File: src/rtl/rnr_pkg.sv
package rnr_pkg;
  localparam int WORD_W    = 16;
  localparam int ID_W      = 14;
  localparam int HDR_WORDS = 3;

  typedef enum logic [1:0] {
    CLS_NODE  = 2'b00,
    CLS_GROUP = 2'b01,
    CLS_BCAST = 2'b10,
    CLS_HOST  = 2'b11
  } addr_class_e;

  typedef enum logic [1:0] {
    ST_CAP    = 2'd0,
    ST_REPLAY = 2'd1,
    ST_BODY   = 2'd2
  } cls_state_e;
endpackage

File: src/rtl/rnr_fifo.sv
module rnr_fifo #(
  parameter int W     = 16,
  parameter int DEPTH = 16,
  localparam int AW   = (DEPTH > 1) ? $clog2(DEPTH) : 1,
  localparam int CW   = $clog2(DEPTH + 1)
) (
  input  logic          clk,
  input  logic          rst_n,
  input  logic [CW-1:0] limit,
  input  logic          wr_en,
  input  logic [W-1:0]  wr_data,
  input  logic          rd_en,
  output logic [W-1:0]  rd_data,
  output logic          not_empty,
  output logic          full
);
  logic [W-1:0]  mem [DEPTH];
  logic [AW-1:0] wptr_q, wptr_d, rptr_q, rptr_d;
  logic [CW-1:0] cnt_q, cnt_d, eff_limit;

  always_comb begin
    eff_limit = ((limit == '0) || (limit > CW'(DEPTH))) ? CW'(DEPTH) : limit;
    full      = (cnt_q >= eff_limit);
    not_empty = (cnt_q != '0);
    rd_data   = mem[rptr_q];
    wptr_d = wptr_q;
    rptr_d = rptr_q;
    cnt_d  = cnt_q;
    if (wr_en) wptr_d = (wptr_q == AW'(DEPTH - 1)) ? '0 : wptr_q + 1'b1;
    if (rd_en) rptr_d = (rptr_q == AW'(DEPTH - 1)) ? '0 : rptr_q + 1'b1;
    if (wr_en && !rd_en) cnt_d = cnt_q + 1'b1;
    else if (!wr_en && rd_en) cnt_d = cnt_q - 1'b1;
  end

  always_ff @(posedge clk) begin
    if (wr_en) mem[wptr_q] <= wr_data;
  end

  always_ff @(posedge clk or negedge rst_n) begin
    if (!rst_n) begin
      wptr_q <= '0;
      rptr_q <= '0;
      cnt_q  <= '0;
    end else begin
      wptr_q <= wptr_d;
      rptr_q <= rptr_d;
      cnt_q  <= cnt_d;
    end
  end

  AST_NO_OVERFLOW:  assert property (@(posedge clk) disable iff (!rst_n) wr_en |-> cnt_q < CW'(DEPTH));
  AST_NO_UNDERFLOW: assert property (@(posedge clk) disable iff (!rst_n) rd_en |-> cnt_q != '0);
endmodule

File: src/rtl/rnr_classifier.sv
module rnr_classifier
  import rnr_pkg::*;
#(
  parameter int W  = WORD_W,
  parameter int IW = ID_W
) (
  input  logic          clk,
  input  logic          rst_n,
  input  logic [IW-1:0] node_id,
  input  logic [IW-1:0] group_id,
  input  logic          in_valid,
  input  logic [W-1:0]  in_data,
  output logic          in_ready,
  input  logic          rx_full,
  input  logic          fwd_full,
  output logic          rx_wr,
  output logic          fwd_wr,
  output logic [W-1:0]  wr_data
);
  cls_state_e   st_q, st_d;
  logic [1:0]   cnt_q, cnt_d;
  logic [W-1:0] hdr_q [HDR_WORDS];
  logic [W-1:0] hdr_d [HDR_WORDS];
  logic [W-1:0] rem_q, rem_d;
  logic         dlv_q, dlv_d, fwd_q, fwd_d;
  logic         space, hs, emit;
  logic [1:0]   verdict;

  function automatic logic [1:0] decide(input logic [W-1:0] h0, input logic [IW-1:0] origin,
                                        input logic [IW-1:0] nid, input logic [IW-1:0] gid);
    logic [IW-1:0] id;
    id = h0[IW-1:0];
    case (addr_class_e'(h0[W-1:W-2]))
      CLS_NODE:  decide = {id == nid, id != nid};
      CLS_GROUP: decide = (origin == nid) ? 2'b00 : {id == gid, 1'b1};
      CLS_BCAST: decide = (origin == nid) ? 2'b00 : 2'b11;
      default:   decide = 2'b01;
    endcase
  endfunction

  always_comb begin
    space    = (!dlv_q || !rx_full) && (!fwd_q || !fwd_full);
    in_ready = (st_q == ST_CAP) || ((st_q == ST_BODY) && space);
    hs       = in_valid && in_ready;
    emit     = ((st_q == ST_REPLAY) && space) || ((st_q == ST_BODY) && hs);
    wr_data  = (st_q == ST_REPLAY) ? hdr_q[cnt_q] : in_data;
    rx_wr    = emit && dlv_q;
    fwd_wr   = emit && fwd_q;
    verdict  = decide(hdr_q[0], in_data[IW-1:0], node_id, group_id);

    st_d  = st_q;
    cnt_d = cnt_q;
    hdr_d = hdr_q;
    rem_d = rem_q;
    dlv_d = dlv_q;
    fwd_d = fwd_q;
    case (st_q)
      ST_CAP: if (hs) begin
        hdr_d[cnt_q] = in_data;
        if (cnt_q == 2'd2) begin
          st_d  = ST_REPLAY;
          cnt_d = '0;
          {dlv_d, fwd_d} = verdict;
        end else begin
          cnt_d = cnt_q + 1'b1;
        end
      end
      ST_REPLAY: if (space) begin
        if (cnt_q == 2'd2) begin
          cnt_d = '0;
          rem_d = hdr_q[1];
          st_d  = (hdr_q[1] == '0) ? ST_CAP : ST_BODY;
        end else begin
          cnt_d = cnt_q + 1'b1;
        end
      end
      default: if (hs) begin
        rem_d = rem_q - 1'b1;
        if (rem_q == W'(1)) st_d = ST_CAP;
      end
    endcase
  end

  always_ff @(posedge clk or negedge rst_n) begin
    if (!rst_n) begin
      st_q  <= ST_CAP;
      cnt_q <= '0;
      rem_q <= '0;
      dlv_q <= 1'b0;
      fwd_q <= 1'b0;
      for (int i = 0; i < HDR_WORDS; i++) hdr_q[i] <= '0;
    end else begin
      st_q  <= st_d;
      cnt_q <= cnt_d;
      rem_q <= rem_d;
      dlv_q <= dlv_d;
      fwd_q <= fwd_d;
      for (int i = 0; i < HDR_WORDS; i++) hdr_q[i] <= hdr_d[i];
    end
  end

  AST_RX_ROOM:     assert property (@(posedge clk) disable iff (!rst_n) rx_wr |-> !rx_full);
  AST_FWD_ROOM:    assert property (@(posedge clk) disable iff (!rst_n) fwd_wr |-> !fwd_full);
  AST_NODE_SINGLE: assert property (@(posedge clk) disable iff (!rst_n)
    (st_q != ST_CAP && addr_class_e'(hdr_q[0][W-1:W-2]) == CLS_NODE) |-> !(dlv_q && fwd_q));
  AST_HOST_NO_DLV: assert property (@(posedge clk) disable iff (!rst_n)
    (st_q != ST_CAP && addr_class_e'(hdr_q[0][W-1:W-2]) == CLS_HOST) |-> !dlv_q);
endmodule

File: src/rtl/rnr_out_arb.sv
module rnr_out_arb #(
  parameter int W = 16
) (
  input  logic         clk,
  input  logic         rst_n,
  input  logic         fwd_valid,
  input  logic [W-1:0] fwd_data,
  output logic         fwd_rd,
  input  logic         inj_valid,
  input  logic [W-1:0] inj_data,
  output logic         inj_ready,
  output logic         out_valid,
  output logic [W-1:0] out_data,
  input  logic         out_ready
);
  localparam logic SRC_FWD = 1'b0;
  localparam logic SRC_INJ = 1'b1;

  logic         busy_q, busy_d, sel_q, sel_d, last_q, last_d;
  logic [W:0]   idx_q, idx_d;
  logic [W-1:0] len_q, len_d;
  logic         pick, cur_sel, fire, end_pkt;

  always_comb begin
    if (fwd_valid && inj_valid) pick = (last_q == SRC_FWD) ? SRC_INJ : SRC_FWD;
    else                        pick = inj_valid ? SRC_INJ : SRC_FWD;
    cur_sel   = busy_q ? sel_q : pick;
    out_valid = (cur_sel == SRC_INJ) ? inj_valid : fwd_valid;
    out_data  = (cur_sel == SRC_INJ) ? inj_data : fwd_data;
    fire      = out_valid && out_ready;
    fwd_rd    = fire && (cur_sel == SRC_FWD);
    inj_ready = out_ready && (cur_sel == SRC_INJ);
    end_pkt   = fire && (idx_q >= (W+1)'(2)) && ((idx_q - (W+1)'(2)) == {1'b0, len_q});

    busy_d = busy_q;
    sel_d  = sel_q;
    last_d = last_q;
    idx_d  = idx_q;
    len_d  = len_q;
    if (fire) begin
      if (idx_q == (W+1)'(1)) len_d = out_data;
      if (end_pkt) begin
        busy_d = 1'b0;
        idx_d  = '0;
        last_d = cur_sel;
      end else begin
        busy_d = 1'b1;
        sel_d  = cur_sel;
        idx_d  = idx_q + 1'b1;
      end
    end
  end

  always_ff @(posedge clk or negedge rst_n) begin
    if (!rst_n) begin
      busy_q <= 1'b0;
      sel_q  <= SRC_FWD;
      last_q <= SRC_INJ;
      idx_q  <= '0;
      len_q  <= '0;
    end else begin
      busy_q <= busy_d;
      sel_q  <= sel_d;
      last_q <= last_d;
      idx_q  <= idx_d;
      len_q  <= len_d;
    end
  end

  AST_ONE_SOURCE: assert property (@(posedge clk) disable iff (!rst_n)
    $onehot0({fwd_rd, inj_valid && inj_ready}));
  AST_NO_SWITCH:  assert property (@(posedge clk) disable iff (!rst_n)
    (busy_q && fwd_rd) |-> (sel_q == SRC_FWD));
endmodule

File: src/rtl/ring_node_router.sv
module ring_node_router
  import rnr_pkg::*;
#(
  parameter int FIFO_DEPTH = 16,
  localparam int LIM_W     = $clog2(FIFO_DEPTH + 1)
) (
  input  logic              clk,
  input  logic              rst_n,
  input  logic [ID_W-1:0]   cfg_node_id,
  input  logic [ID_W-1:0]   cfg_group_id,
  input  logic [LIM_W-1:0]  cfg_rx_limit,
  input  logic [LIM_W-1:0]  cfg_fwd_limit,
  input  logic              ring_in_valid,
  input  logic [WORD_W-1:0] ring_in_data,
  output logic              ring_in_ready,
  output logic              ring_out_valid,
  output logic [WORD_W-1:0] ring_out_data,
  input  logic              ring_out_ready,
  input  logic              inj_valid,
  input  logic [WORD_W-1:0] inj_data,
  output logic              inj_ready,
  output logic              rx_valid,
  output logic [WORD_W-1:0] rx_data,
  input  logic              rx_ready
);
  logic              rst_meta, rst_sync;
  logic              rx_full, fwd_full, rx_wr, fwd_wr, fwd_ne, fwd_rd;
  logic [WORD_W-1:0] wr_data, fwd_head;

  always_ff @(posedge clk or negedge rst_n) begin
    if (!rst_n) begin
      rst_meta <= 1'b0;
      rst_sync <= 1'b0;
    end else begin
      rst_meta <= 1'b1;
      rst_sync <= rst_meta;
    end
  end

  rnr_classifier #(.W(WORD_W), .IW(ID_W)) u_cls (
    .clk(clk), .rst_n(rst_sync),
    .node_id(cfg_node_id), .group_id(cfg_group_id),
    .in_valid(ring_in_valid), .in_data(ring_in_data), .in_ready(ring_in_ready),
    .rx_full(rx_full), .fwd_full(fwd_full),
    .rx_wr(rx_wr), .fwd_wr(fwd_wr), .wr_data(wr_data)
  );

  rnr_fifo #(.W(WORD_W), .DEPTH(FIFO_DEPTH)) u_rx_fifo (
    .clk(clk), .rst_n(rst_sync), .limit(cfg_rx_limit),
    .wr_en(rx_wr), .wr_data(wr_data),
    .rd_en(rx_valid && rx_ready), .rd_data(rx_data),
    .not_empty(rx_valid), .full(rx_full)
  );

  rnr_fifo #(.W(WORD_W), .DEPTH(FIFO_DEPTH)) u_fwd_fifo (
    .clk(clk), .rst_n(rst_sync), .limit(cfg_fwd_limit),
    .wr_en(fwd_wr), .wr_data(wr_data),
    .rd_en(fwd_rd), .rd_data(fwd_head),
    .not_empty(fwd_ne), .full(fwd_full)
  );

  rnr_out_arb #(.W(WORD_W)) u_arb (
    .clk(clk), .rst_n(rst_sync),
    .fwd_valid(fwd_ne), .fwd_data(fwd_head), .fwd_rd(fwd_rd),
    .inj_valid(inj_valid), .inj_data(inj_data), .inj_ready(inj_ready),
    .out_valid(ring_out_valid), .out_data(ring_out_data), .out_ready(ring_out_ready)
  );

  AST_IN_STALL_FULL: assert property (@(posedge clk) disable iff (!rst_sync)
    (rx_wr && fwd_wr) |-> !(rx_full || fwd_full));
endmodule

File: config.mk
export PLATFORM = sky130hd
export DESIGN_NAME = ring_node_router
export DESIGN_NICKNAME = d
export VERILOG_FILES = /design/src/rtl/rnr_pkg.sv /design/src/rtl/rnr_fifo.sv /design/src/rtl/rnr_classifier.sv /design/src/rtl/rnr_out_arb.sv /design/src/rtl/ring_node_router.sv
export SDC_FILE = /design/constraint.sdc
export NUM_CORES = 1
export LEC_CHECK = 0
export CAP_MARGIN = 30
export CORE_MARGIN = 2
export CORE_UTILIZATION = 23
export CTS_CLUSTER_DIAMETER = 30
export DETAILED_ROUTE_END_ITERATION = 10
export DONT_BUFFER_PORTS = 1
export GPL_ROUTABILITY_DRIVEN = 0
export SLEW_MARGIN = 20
export SYNTH_ARGS = -nofsm -noshare
export SYNTH_HDL_FRONTEND = slang
export SYNTH_HIERARCHICAL = 1
export SYNTH_SLANG_ARGS = --single-unit
File: constraint.sdc
create_clock -name clk -period 4.5 [get_ports clk]
set_input_delay 0.45 -clock clk [delete_from_list [all_inputs] [get_ports clk]]
set_output_delay 0.45 -clock clk [all_outputs]
set_load 0.01 [all_outputs]
==> results.py <==
metrics = {
    "status": {
        "status": "complete, no violations",
    },
    "yosys": {
        "ys_warn_count": 6,
        "synth-edff-count": 512,
        "synth_ff_type": "edfxtp_1",
        "yosysTopAreaCellShare_pct": 54.6,
        "netlist_instances": 1736,
        "synth_top_cells_by_count": "512 x edfxtp_1, 133 x dfrtp_1, 95 x mux4_2, 91 x nand2_1, 88 x mux2_2",
        "synth.most_common_cell": "edfxtp_1",
        "syn-cell-area_um2": 28200,
        "async_reset_ff_share_pct": 20.7,
        "synth.avg_cell_area_um2": 16.2,
        "yosysUniqueCellTypes": 84,
        "syn_nets": 1851,
        "ys_seq_area_share_pct": 66.5,
        "synth_top_area_cell": "edfxtp_1",
        "synth_area_leaders": "edfxtp_1 55%, dfrtp_1 12%, mux4_2 7.6%, mux2_2 3.5%, mux2i_1 2.5%",
        "synth-seq-cells": 646,
    },
    "sta": {
        "setup_viol": 0,
        "tightestPinTransition_ns": 0.938,
        "setup_tns_ns": 0,
        "setup_ws_ns": 0.705,
        "clock-skew-final_ns": 0.0656,
        "relSlewSlack_pct": 37.4,
        "finalHoldViolations": 0,
        "max_freq_ghz": 0.264,
        "rsz0062_at_grt": "false",
        "fin_crit_sh_pct": 84.3,
        "holdWs_ns": 0.0508,
        "min_period_ns": 3.79,
        "slew_violations": 0,
    },
    "grt": {
        "grt_usage_pct": 11.1,
        "grt_overflow": 0,
        "grt_max_degree": 103,
        "first_global_vias": 16000,
        "grt_pass1_wl_um": 105000,
        "grt_antenna_before_repair": 5,
    },
    "finish": {
        "n_fill_cell": 12200,
        "final_core_util_pct": 28.6,
        "fin_nets": 1975,
        "drive_above_1_share_pct": 27.1,
        "final_cell_area_um2": 34800,
        "fin_cells": 3589,
        "syn2layout_area_growth_pct": 23.3,
    },
    "die": {
        "dieArea_um2": 125000,
        "die_h_um": 354,
        "core_area_um2": 122000,
        "dieWidth_um": 354,
        "initial_core_util_pct": 23.2,
        "io_pins": 112,
        "rows": 128,
    },
    "critical_path": {
        "crit_path_start_kind": "flip-flop",
        "path_class": "flip-flop to output port",
        "cp-end-kind": "output port",
        "reg2regPathDepth": 15,
        "cp_max_fo": 20,
        "worstPathRequired_ns": 4.05,
        "cp.arrival_ns": 3.34,
    },
    "clock_network": {
        "clk_pin_slew_ns": 0.05,
        "cts-root-buf": "clkbuf_16",
        "cts_max_path_buffers": 3,
        "clk_latency_ns": 0.70,
        "cts.htree.levels": 3,
        "cts_made_buffers": 116,
        "cts_num_sinks": 646,
        "tritoncts": "yes",
        "ctsResizeCount": 0,
    },
    "route": {
        "dr_wl_met3_um": 2780,
        "drt_pre_antenna_iters": 5,
        "wl_um": 70400,
        "highest_layer": "met4",
        "post_drt_wl_per_cell_um": 19.6,
        "drtAntennaViolNets": 0,
        "drt_iter0_markers": 957,
        "met2WireLength_um": 35300,
        "m1WireLength_um": 30900,
        "drc": 0,
        "routed_via_density": 4.36,
        "dr_total_vias": 15600,
    },
    "power": {
        "total_power_mw": 23.7,
        "peakVddDrop_mv": 0.342,
        "p_leak_nw": 12.0,
        "power_density_nw_per_um2": 683,
    },
    "min_path": {
        "hold_path.class": "primary input to async pin",
    },
    "place": {
        "io_buffers": 0,
        "hpwlAfterDp_um": 44400,
        "dp.cells": 3346,
        "postPlaceCellArea_um2": 30400,
        "place_ws_ns": 0.0888,
    },
    "flow_run": {
        "maxCapViolations": 0,
    },
}
==> sequential cells by signal, indices dropped and copies added (netlist names), 2 cells and up <==
| signal | flops |
|---|---|
| u_fwd_fifo/mem | 256 |
| u_rx_fifo/mem | 256 |
| u_cls/hdr_q | 48 |
| u_arb/idx_q | 17 |
| u_arb/len_q | 16 |
| u_cls/rem_q | 16 |
| u_fwd_fifo/cnt_q | 5 |
| u_rx_fifo/cnt_q | 5 |
| u_fwd_fifo/rptr_q | 4 |
| u_fwd_fifo/wptr_q | 4 |
| u_rx_fifo/rptr_q | 4 |
| u_rx_fifo/wptr_q | 4 |
| u_cls/cnt_q | 2 |
| u_cls/st_q | 2 |
==> layer usage <==
metal	global-route usage (%)	vias to the layer above
met4	3.48	0
li1	-	7099
met2	18.9	368
met3	1.88	97
met1	14.4	8077
met5	0	-
==> layout by cell type, fill, tap and decap left out, drive strengths merged, types with 23 or more instances in the layout <==
| cell type | count |
|---|---|
| mux2 | 88 |
| inv | 54 |
| nor3 | 23 |
| ha | 37 |
| clkbuf | 122 |
| nor2 | 95 |
| mux2i | 71 |
| a22oi | 55 |
| xnor2 | 61 |
| nand2 | 93 |
| edfxtp | 512 |
| o21ai | 73 |
| dfrtp | 133 |
| xor2 | 29 |
| clkinv | 49 |
| buf | 82 |
| a21oi | 54 |
| mux4 | 112 |
==> worst paths after layout <==
path	slack (ns)	end	start
setup / recovery	0.71	ring_out_data[11]	u_fwd_fifo/rptr_q[0]$_DFFE_PN0P_
hold / removal	0.05	rst_sync$_DFF_PN0_	rst_n
setup reg to reg	0.91	u_rx_fifo/cnt_q[4]$_DFFE_PN0P_	u_rx_fifo/cnt_q[0]$_DFFE_PN0P_
hold reg to reg	0.23	u_cls/rem_q[9]$_DFFE_PN0P_	rst_sync$_DFF_PN0_
max in group asynchronous	3.25	u_fwd_fifo/rptr_q[0]$_DFFE_PN0P_	rst_sync$_DFF_PN0_
min in group clk	0.10	u_arb/len_q[15]$_DFFE_PN0P_	inj_data[15]
==> power by group <==
part | leakage, nW | switching, mW | total (mW) | internal [mW]
Clock | 1.99 | 3.23 | 8.90 | 5.67
Combinational | 3.78 | 3.70 | 6.46 | 2.76
Sequential | 6.26 | 0.972 | 8.36 | 7.39
Total | 12.0 | 7.90 | 23.7 | 15.8
==> logic make-up (layout without fill, tap and decap cells) <==
group,after synthesis,in the layout,synth area share [%]
AO/OA/AOI/OAI,244,244,5.65
adder cells (fa/ha/maj),39,39,1.78
buffers and inverters,120,347,2.18
multiplexers,271,271,15.2
AND/OR/NAND/NOR,325,325,5.92
flip-flops,646,646,66.5
other,1,2,0.0133
XOR/XNOR,90,90,2.80
==> area by class of cell <==
class	count	area, um^2	share of cell area (%)
sequential	646	18700	53.9
multi-input combinational	970	8930	25.7
clock buffer	122	2950	8.47
tap	1625	2030	5.85
clock inverter	99	1150	3.32
timing repair buffer	100	852	2.45
inverter	26	97.6	0.281
antenna	1	2.50	0.00720
==> worst max-delay path, cell delays in order (launching register included) <==
cell	delay (ns)
dfrtp_4	0.65
buf_4	0.39
mux4_2	0.60
a32oi_1	0.28
o21ai_1	0.29
mux2_2	0.42
==> timing repair <==
item	CTS	global route
setup buffers	0	0
hold buffers	18	0
hold endpoints to repair	52	0
Note: power is estimated with default switching activity, not from simulation.
